[config.mk]
export PLATFORM = sky130hd
export DESIGN_NAME = wdog_window
export DESIGN_NICKNAME = d
export VERILOG_FILES = /design/src/rtl/wdog_pkg.sv /design/src/rtl/wdog_counter.sv /design/src/rtl/wdog_eval.sv /design/src/rtl/wdog_regs.sv /design/src/rtl/wdog_window.sv
export SDC_FILE = /design/constraint.sdc
export NUM_CORES = 1
export LEC_CHECK = 0
export BUFFER_PORTS_ARGS = -buffer_cell sky130_fd_sc_hd__buf_2
export CAP_MARGIN = 20
export CORE_MARGIN = 2
export CORE_UTILIZATION = 55
export CTS_BUF_LIST = sky130_fd_sc_hd__clkbuf_16
export CTS_CLUSTER_DIAMETER = 80
export CTS_CLUSTER_SIZE = 16
export DETAILED_ROUTE_END_ITERATION = 10
export GPL_ROUTABILITY_DRIVEN = 0
export PLACE_DENSITY = 0.74
export RECOVER_POWER = 100
export SLEW_MARGIN = 15
export SYNTH_ARGS = -nofsm -noshare
export SYNTH_HDL_FRONTEND = slang
export SYNTH_SLANG_ARGS = --single-unit
[constraint.sdc]
create_clock -name clk -period 3.15 [get_ports clk]
set_input_delay 0.4725 -clock clk [delete_from_list [all_inputs] [get_ports clk]]
set_output_delay 0.4725 -clock clk [all_outputs]
set_load 0.005 [all_outputs]
[src/rtl/wdog_pkg.sv]
package wdog_pkg;
  localparam int DATA_W = 32;
  localparam int ADDR_W = 4;

  localparam logic [ADDR_W-1:0] A_CTRL  = 4'd0;
  localparam logic [ADDR_W-1:0] A_CFG   = 4'd1;
  localparam logic [ADDR_W-1:0] A_LOWER = 4'd2;
  localparam logic [ADDR_W-1:0] A_UPPER = 4'd3;
  localparam logic [ADDR_W-1:0] A_WARN  = 4'd4;
  localparam logic [ADDR_W-1:0] A_COUNT = 4'd5;
  localparam logic [ADDR_W-1:0] A_SVC   = 4'd6;
  localparam logic [ADDR_W-1:0] A_IRQ   = 4'd7;
  localparam logic [ADDR_W-1:0] A_LOCK  = 4'd8;

  localparam int B_EN    = 31;
  localparam int B_EARLY = 0;
  localparam int B_LATE  = 4;
  localparam int B_WARN  = 8;

  typedef struct packed {
    logic warn;
    logic late;
    logic early;
  } act_t;
endpackage

[src/rtl/wdog_counter.sv]
module wdog_counter #(
  parameter int CNT_W = 32
) (
  input  logic             clk,
  input  logic             rst_n,
  input  logic             dbg_halt_i,
  input  logic             inc_i,
  input  logic             clr_i,
  output logic [CNT_W-1:0] cnt_o
);
  localparam logic [CNT_W-1:0] ONE = {{(CNT_W-1){1'b0}}, 1'b1};

  logic [CNT_W-1:0] cnt_q, cnt_d;

  always_comb begin
    cnt_d = cnt_q;
    if (clr_i)      cnt_d = '0;
    else if (inc_i) cnt_d = cnt_q + ONE;
  end

  always_ff @(posedge clk or negedge rst_n) begin
    if (!rst_n) cnt_q <= '0;
    else        cnt_q <= cnt_d;
  end

  assign cnt_o = cnt_q;


  dbg_freeze_chk: assert property (@(posedge clk) disable iff (!rst_n)
    (dbg_halt_i && !clr_i) |=> $stable(cnt_q));

  clr_zero_chk: assert property (@(posedge clk) disable iff (!rst_n)
    clr_i |=> (cnt_q == '0));
endmodule

[src/rtl/wdog_eval.sv]
module wdog_eval
  import wdog_pkg::*;
#(
  parameter int CNT_W = 32
) (
  input  logic             clk,
  input  logic             rst_n,
  input  logic             en_i,
  input  act_t             act_i,
  input  logic [CNT_W-1:0] lower_i,
  input  logic [CNT_W-1:0] upper_i,
  input  logic [CNT_W-1:0] warn_i,
  input  logic [CNT_W-1:0] cnt_i,
  input  logic             tick_i,
  input  logic             dbg_halt_i,
  input  logic             svc_stb_i,
  input  logic             upper_wr_i,
  output logic             inc_o,
  output logic             clr_o,
  output logic             warn_hit_o,
  output logic             rst_o
);
  localparam logic [CNT_W-1:0] ONE = {{(CNT_W-1){1'b0}}, 1'b1};

  logic early, late, svc_ok;
  logic fired_q, fired_d;
  logic rst_q, rst_d;
  logic [CNT_W-1:0] cnt_nxt;

  assign cnt_nxt = cnt_i + ONE;
  assign early   = svc_stb_i & en_i & act_i.early & (cnt_i < lower_i);
  assign late    = en_i & act_i.late & (cnt_i >= upper_i) & ~fired_q;
  assign svc_ok  = svc_stb_i & ~early;

  always_comb begin
    fired_d = fired_q;
    if (late)                     fired_d = 1'b1;
    else if (svc_ok | upper_wr_i) fired_d = 1'b0;
    rst_d = early | late;
  end

  always_ff @(posedge clk or negedge rst_n) begin
    if (!rst_n) begin
      fired_q <= 1'b0;
      rst_q   <= 1'b0;
    end else begin
      fired_q <= fired_d;
      rst_q   <= rst_d;
    end
  end

  assign inc_o      = en_i & tick_i & ~dbg_halt_i;
  assign clr_o      = early | late | svc_ok;
  assign warn_hit_o = en_i & act_i.warn & inc_o & ~clr_o & (cnt_nxt == warn_i);
  assign rst_o      = rst_q;


  rst_cleared_chk: assert property (@(posedge clk) disable iff (!rst_n)
    rst_q |-> (cnt_i == '0));

  late_once_chk: assert property (@(posedge clk) disable iff (!rst_n)
    (fired_q && !svc_stb_i) |=> !rst_q);
endmodule

[src/rtl/wdog_regs.sv]
module wdog_regs
  import wdog_pkg::*;
#(
  parameter int               CNT_W     = 32,
  parameter logic [CNT_W-1:0] DEF_UPPER = 'h8000
) (
  input  logic              clk,
  input  logic              rst_n,
  input  logic              wr_i,
  input  logic [ADDR_W-1:0] addr_i,
  input  logic [DATA_W-1:0] wdata_i,
  input  logic [CNT_W-1:0]  cnt_i,
  input  logic              warn_hit_i,
  output logic [DATA_W-1:0] rdata_o,
  output logic              en_o,
  output act_t              act_o,
  output logic [CNT_W-1:0]  lower_o,
  output logic [CNT_W-1:0]  upper_o,
  output logic [CNT_W-1:0]  warn_o,
  output logic              svc_stb_o,
  output logic              upper_wr_o,
  output logic              irq_o
);
  logic             en_q, en_d;
  act_t             act_q, act_d;
  logic [CNT_W-1:0] lower_q, lower_d, upper_q, upper_d, warn_q, warn_d;
  logic             lock_q, lock_d, sts_q, sts_d, msk_q, msk_d;
  logic             wr_open;

  assign wr_open = wr_i & ~lock_q;

  always_comb begin
    en_d = en_q; act_d = act_q; lower_d = lower_q; upper_d = upper_q;
    warn_d = warn_q; lock_d = lock_q; sts_d = sts_q; msk_d = msk_q;
    if (wr_open) begin
      case (addr_i)
        A_CTRL:  en_d = wdata_i[B_EN];
        A_CFG:   act_d = '{warn: wdata_i[B_WARN], late: wdata_i[B_LATE], early: wdata_i[B_EARLY]};
        A_LOWER: lower_d = wdata_i[CNT_W-1:0];
        A_UPPER: upper_d = wdata_i[CNT_W-1:0];
        A_WARN:  warn_d = wdata_i[CNT_W-1:0];
        default: ;
      endcase
    end
    if (wr_i && addr_i == A_LOCK) lock_d = wdata_i[0];
    if (wr_i && addr_i == A_IRQ) begin
      msk_d = wdata_i[1];
      if (wdata_i[0]) sts_d = 1'b0;
    end
    if (warn_hit_i) sts_d = 1'b1;
  end

  always_ff @(posedge clk or negedge rst_n) begin
    if (!rst_n) begin
      en_q    <= 1'b1;
      act_q   <= '{warn: 1'b0, late: 1'b1, early: 1'b0};
      lower_q <= '0;
      upper_q <= DEF_UPPER;
      warn_q  <= '0;
      lock_q  <= 1'b1;
      sts_q   <= 1'b0;
      msk_q   <= 1'b0;
    end else begin
      en_q    <= en_d;
      act_q   <= act_d;
      lower_q <= lower_d;
      upper_q <= upper_d;
      warn_q  <= warn_d;
      lock_q  <= lock_d;
      sts_q   <= sts_d;
      msk_q   <= msk_d;
    end
  end

  always_comb begin
    rdata_o = '0;
    case (addr_i)
      A_CTRL:  rdata_o[B_EN] = en_q;
      A_CFG: begin
        rdata_o[B_EARLY] = act_q.early;
        rdata_o[B_LATE]  = act_q.late;
        rdata_o[B_WARN]  = act_q.warn;
      end
      A_LOWER: rdata_o = DATA_W'(lower_q);
      A_UPPER: rdata_o = DATA_W'(upper_q);
      A_WARN:  rdata_o = DATA_W'(warn_q);
      A_COUNT: rdata_o = DATA_W'(cnt_i);
      A_IRQ:   rdata_o[1:0] = {msk_q, sts_q};
      A_LOCK:  rdata_o[0] = lock_q;
      default: ;
    endcase
  end

  assign en_o       = en_q;
  assign act_o      = act_q;
  assign lower_o    = lower_q;
  assign upper_o    = upper_q;
  assign warn_o     = warn_q;
  assign svc_stb_o  = wr_i & (addr_i == A_SVC);
  assign upper_wr_o = wr_open & (addr_i == A_UPPER);
  assign irq_o      = sts_q & msk_q;


  locked_cfg_chk: assert property (@(posedge clk) disable iff (!rst_n)
    (lock_q && wr_i && addr_i == A_CFG) |=> $stable(act_q));

  warn_set_chk: assert property (@(posedge clk) disable iff (!rst_n)
    $rose(sts_q) |-> $past(warn_hit_i));
endmodule

[src/rtl/wdog_window.sv]
module wdog_window #(
  parameter int               CNT_W     = 32,
  parameter logic [CNT_W-1:0] DEF_UPPER = 'h8000
) (
  input  logic        clk,
  input  logic        rst_n,
  input  logic        tick_i,
  input  logic        dbg_halt_i,
  input  logic        reg_wr_i,
  input  logic [3:0]  reg_addr_i,
  input  logic [31:0] reg_wdata_i,
  output logic [31:0] reg_rdata_o,
  output logic        wdog_rst_o,
  output logic        wdog_irq_o
);
  import wdog_pkg::*;

  logic             en, svc_stb, upper_wr, inc, clr, warn_hit;
  act_t             act;
  logic [CNT_W-1:0] lower, upper, warn, cnt;

  wdog_regs #(.CNT_W(CNT_W), .DEF_UPPER(DEF_UPPER)) u_regs (
    .clk(clk), .rst_n(rst_n), .wr_i(reg_wr_i), .addr_i(reg_addr_i),
    .wdata_i(reg_wdata_i), .cnt_i(cnt), .warn_hit_i(warn_hit),
    .rdata_o(reg_rdata_o), .en_o(en), .act_o(act), .lower_o(lower),
    .upper_o(upper), .warn_o(warn), .svc_stb_o(svc_stb),
    .upper_wr_o(upper_wr), .irq_o(wdog_irq_o)
  );

  wdog_eval #(.CNT_W(CNT_W)) u_eval (
    .clk(clk), .rst_n(rst_n), .en_i(en), .act_i(act), .lower_i(lower),
    .upper_i(upper), .warn_i(warn), .cnt_i(cnt), .tick_i(tick_i),
    .dbg_halt_i(dbg_halt_i), .svc_stb_i(svc_stb), .upper_wr_i(upper_wr),
    .inc_o(inc), .clr_o(clr), .warn_hit_o(warn_hit), .rst_o(wdog_rst_o)
  );

  wdog_counter #(.CNT_W(CNT_W)) u_cnt (
    .clk(clk), .rst_n(rst_n), .dbg_halt_i(dbg_halt_i), .inc_i(inc),
    .clr_i(clr), .cnt_o(cnt)
  );
endmodule

==> results.md, run 1 <==
* Status: finished, violations left
* Failing checks: capacitance limit, slew limit
* Gr ovfl total at 0
* Critical-path cell list: clkbuf_1, nand2b_1, nor3_2, clkbuf_2, a222oi_1, nand2_1, buf_2
* Num rows at 46
* Drt initial violations at 563
* Initial antenna violation count at 0
* Most frequent cells in the layout: dfrtp_1 (133), mux2_2 (105), nand2_1 (77)
* Crit Path Class: input port to primary output
* Critical Path End Type: primary output
* Avg Cell Area, Syn at roughly 10 sq um
* Die area at 0.0174 sq mm
* Critical Path Fanout Max at 32
* Cts bufs inserted at 17
* Tot GR Track Use at 26.2%
* First-pass GRT wire length at 36800 um
* Clk slew on worst S/H paths at 60 ps
* Final WS setup at 218 ps
* Placed Cells at ~1200
* CTS hold repair buffers at 0
* Yosys top cell area share at 37.1%
* Layout net count at 1074
* Vias in the first global route at 7128
* Non-filler cells, final at 1198
* Post CTS Setup Buffer Count at 0
* DP Worst Slack at 308 ps
* Largest net degree at the start of global routing at 73
* CP peak stage delay at 520 ps
* Most common cell after layout, fill and taps aside: dfrtp_1
* Yosys reg bits at 137
* N_diodes at 0
* Routed WL per cell at 18.5 um
* Pwr Total at around 5.7 mW
* Fmax at 341 MHz
* Max Slew Vio Count at 73
* Cell taking the most area after synthesis: dfrtp_1
* Most used DFF post-synth: dfrtp_1
* HP Class: input port to register
* Core Util, Final at ~64%
* WL final at about 22000 um
* CTS resizes at 0
* Post-synth ARST share at 100%
* DP HPWL at between 15000 and 20000 um
* CTS tree: yes
* Vias at 7092
* Pleak at 4.94 nW
* EDFF count, synth at 0
* IO Pins at 75
* Final TNS setup at 0 ps
* Synthesized area at 0.00898 sq mm
* Die H at 132 um
* Clock buffer depth at 2
* Dominant cells by area after synthesis: dfrtp_1 (37%), mux2_2 (13%), ha_1 (8.9%), a22oi_1 (5.1%), xnor2_1 (4.7%)
* Core area at 0.0159 sq mm
* Initial core utilization at 56.3%
* Fin crit share at 93.1%
* Pwr Density at approximately 570 mW/mm^2
* CTS H-tree lvls at 4
* RSZ-0062 raised after global routing: false
* ANT nets after route at 0
* Die outline width at between 100 and 150 um
* Final setup vio count at 0
* Port Buf Inserts at 74
* Worst path arrival time at 2460 ps
* DRC at 0
* Critical path launch point type: input port
* VDD IR max at about 0.0004 V
* Worst endpoint required time at 2680 ps
* Synth warn at 0
* Fillers at around 1300
* Slew Limit Headroom at -28.1%
* Final Critical Period at 2930 ps
* Clk_lat worst skew at 430 ps
* Area Overhead vs Synth at 12.9%
* Max stage delay cell, worst path: clkbuf_2
* Post-Synthesis Cells at 900
* Share of cells above drive strength 1 at 24.4%
* Number of max-cap violations at 1
* CTS Root Cell: clkbuf_16
* Worst-Margin Slew at 1920 ps
* DRT Pass-1 Iters at 6
* Vias/cell at about 6
* Hold Vio Cnt, Final at 0
* Worst Skew at 9.19 ps
* Synthesized Nets at between 1000 and 1500
* Synth unique cells at 65
* Clk sinks at 137
* Seq/Total Area, Yosys at approximately two fifths
## critical path: cells and delay by family
family                 cells  cell delay (ps)
buffers and inverters      3             1010
and+or+nand+nor            3              450
AOI/OAI and AO/OA          1              510
## path summary, 6_finish.rpt
kind | startpoint | endpoint | slack, ps | cells past startpoint
worst max-delay path | reg_addr_i[3] | reg_rdata_o[0] | 220 | 7
worst min-delay path | reg_wdata_i[14] | u_regs.warn_o[14] | 300 | 2
worst max register to register | u_cnt.cnt_o[0] | u_cnt.cnt_o[12] | 240 | 11
worst min register to register | u_regs.lower_o[24] | u_regs.lower_o[24] | 540 | 1
max in group asynchronous | rst_n | u_regs.upper_o[22] | 700 | 2
min in group asynchronous | rst_n | u_regs.lower_o[6] | 560 | 1
## Yosys cell counts, drive strengths merged (4+ instances only)
cell and count:
nor3 9, nand2 78, mux2 105, a211oi 5, a22oi 61, mux2i 6
and4 4, nor4 12, a21oi 21, o21ai 13, nand2b 4, nand3 24
nand4 25, and3 6, buf 19, nor2b 4, inv 69, dfstp 4
xor2 27, nor2 66, ha 64, a21o 24, clkbuf 27, xnor2 48
dfrtp 133, nand4b 4
## cell type report
| cell class | count | area (sq um) | share of cell area, % |
|---|---|---|---|
| clock buffer | 17 | 425 | 4.20 |
| clock inverter | 15 | 186 | 1.84 |
| inverter | 69 | 259 | 2.56 |
| multi-input combinational | 648 | 5070 | 50.1 |
| sequential | 137 | 3430 | 33.9 |
| tap | 216 | 270 | 2.67 |
| timing repair buffer | 96 | 485 | 4.79 |
## per-stage QoR
stage,hold slack [ps],cell area [sq um]
after global placement,515,9580
final,300,10100
after CTS,88.2,10200
after global routing,301,10100
after floorplan,177,8980
after detailed placement,518,9580
## state kept, by name, indices dropped and copies added (netlist names)
name	flops
u_cnt.cnt_o	32
u_eval.fired_q	1
u_eval.rst_o	1
u_regs.act_o	3
u_regs.en_o	1
u_regs.lock_q	1
u_regs.lower_o	32
u_regs.msk_q	1
u_regs.sts_q	1
u_regs.upper_o	32
u_regs.warn_o	32
## power breakdown
group          leakage, nW  total, mW  internal, mW  switching (mW)
clock network        0.300       2.09          1.31           0.782
logic                 2.91       1.21         0.615           0.592
registers             1.73       2.43          2.09           0.340
total                 4.94       5.73          4.02            1.71
## metal layers
metal / vias up / wire (um) / global-route usage [%]
met5: - / 0 / 0
met4: 0 / 383 / 8.21
met3: 28 / 1070 / 4.61
met2: 191 / 10600 / 42.2
met1: 3529 / 10100 / 36.3
li1: 3344 / - / -
## cells by family (layout without fill, tap and decap cells)
kind of cell               Yosys count  after routing  share of synthesized area [%]
buffers and inverters              115            197                           5.44
muxes                              111            111                           13.8
adders and majority gates           64             64                           8.92
DFF                                137            137                           38.2
AOI/OAI and AO/OA                  149            149                           11.7
and+or+nand+nor                    249            249                           14.5
xor gates and xnor gates            75             75                           7.32
Power figures use the tool's default switching activity.
==> run 2: changes to the inputs <==
- CORE_MARGIN: 2 -> not set
==> run 2 against run 1 <==
Against the previous run:
- the flow still finishes with violations (capacitance limit, slew limit)
- design area fell by 1.5%
- flip-flop and latch count stayed put
- power down 6.6%
- final cell count fell by 0.17%
- hold slack got worse by 1.9 ps
- clock power decreased by 18%
- utilization fell by 0.71 points
- worst setup slack improved by 46 ps
- largest cell class unchanged
- highest routed layer unchanged
==> results.md, run 2 (synthesis results as in run 1) <==
* Status: finished, violations left
* Failing checks: capacitance limit, slew limit
* Die outline width at 130 um
* Pwr Total at 5.35 mW
* Placed Instance Area at between 0.009 and 0.01 sq mm
* N_diodes at 0
* Routed WL per cell at approximately 18 um
* Clk slew on worst S/H paths at 60 ps
* Worst path arrival time at 2410 ps
* Vias at 7068
* Core area at 0.0159 sq mm
* Sw Ratio at 31.4%
* Initial antenna violation count at 0
* Area of the multi-input gates at 0.00507 sq mm
* Hold Vio Cnt, Final at 0
* CTS H-tree lvls at 4
* Min Hold Slack at 298 ps
* DP HPWL at between 15000 and 20000 um
* DRC at 0
* VDD IR max at ~0.00042 V
* Critical path launch point type: input port
* Cts bufs inserted at 17
* Number of max-cap violations at 1
* Post CTS Setup Buffer Count at 0
* Pleak at 4.81 nW
* ANT nets after route at 0
* Final TNS setup at 0 ps
* Vias in the first global route at 6986
* Worst Skew at 7.54 ps
* Layout net count at 1073
* Core Util, Final at 62.8%
* Register share of total power at 45.5%
* CTS resizes at 0
* Num rows at 46
* Comb pwr share at 22.5%
* Largest net degree at the start of global routing at 62
* Clk_lat worst skew at between 400 and 500 ps
* Final setup vio count at 0
* Die area at 0.0168 sq mm
* Die H at about 130 um
* Port Buf Inserts at 74
* Drt initial violations at about 440
* Share of cells above drive strength 1 at between 20% and 30%
* Clock buffer depth at 2
* First-pass GRT wire length at 35900 um
* Initial core utilization at 56.5%
* HP Class: input port to register
* CTS hold repair buffers at 0
* Vias/cell at just under 6
* Final Critical Period at between 2000 and 3000 ps
* WL final at approximately 22000 um
* Slew Limit Headroom at -4.62%
* Pwr Density at 536 mW/mm^2
* FF/Latch Area at approximately 0.0034 sq mm
* RSZ-0062 raised after global routing: false
* Fmax at 346 MHz
* Max Slew Vio Count at between 60 and 70
* Clk pwr share at around a third
* Gr ovfl total at 0
* Crit Path Class: input port to primary output
* Most frequent cells in the layout: dfrtp_1 (133), mux2_2 (105), nand2_1 (77)
* Area Overhead vs Synth at 11.2%
* Worst-Margin Slew at 1570 ps
* Pint at 3.67 mW
* Design area at roughly 0.01 sq mm
* DRT Pass-1 Iters at 5
* Critical Path Fanout Max at 17
* Switch Pwr at 1.68 mW
* CTS Root Cell: clkbuf_16
* Tot GR Track Use at 28.0%
* Worst endpoint required time at 2680 ps
* Fillers at 1351
* Critical Path End Type: primary output
* IO Pins at 75
* Clk sinks at 137
* Most common cell after layout, fill and taps aside: dfrtp_1
* Fin crit share at 91.6%
* CTS tree: yes
## run 2: critical path: stages
cell,delay [ps]
clkbuf_1,220
nand2b_1,280
nor3_1,230
clkbuf_1,730
a222oi_1,210
nand2_1,150
buf_2,120
## run 2: metrics by stage
stage | instances | setup WS (ps)
6_report | 1196 | 264
5_1_grt | 1196 | 93.5
4_1_cts | 1196 | 372
3_5_place_dp | 1165 | 399
3_3_place_gp | 1165 | 470
2_1_floorplan | 900 | 936
## run 2: per-layer routing
layer / vias to the layer above / wire length [um] / global-route usage [%]
li1: 3345 / - / -
met1: 3491 / 9760 / 36.9
met2: 203 / 10700 / 46.7
met3: 29 / 1090 / 5.90
met4: 0 / 244 / 7.80
met5: - / 0 / 0
## run 2: power groups by stage
stage | clock network, mW | logic, mW | registers [mW]
after global placement | 0 | 1.17 | 2.44
after detailed placement | 0 | 1.21 | 2.46
after floorplan | 0 | 0.919 | 2.33
after CTS | 1.74 | 1.22 | 2.43
final | 1.71 | 1.20 | 2.44
after global routing | 1.83 | 1.35 | 2.48
## run 2: worst paths after layout
path	from	endpoint	slack, ps	cells past startpoint
max	reg_addr_i[3]	reg_rdata_o[0]	260	7
min	reg_wdata_i[26]	u_regs.upper_o[26]	300	2
max reg2reg	u_cnt.cnt_o[0]	u_cnt.cnt_o[30]	310	11
min reg2reg	u_regs.lower_o[14]	u_regs.lower_o[14]	530	1
max in group asynchronous	rst_n	u_regs.lower_o[14]	670	2
min in group asynchronous	rst_n	u_regs.lower_o[1]	440	1
## run 2: final cells by class
cell class                 instances  share of cell area (%)
multi-input combinational        648                    50.7
sequential                       137                    34.4
timing repair buffer              95                    4.61
clock buffer                      17                    4.26
tap                              216                    2.71
inverter                          69                    2.59
clock inverter                    14                   0.689
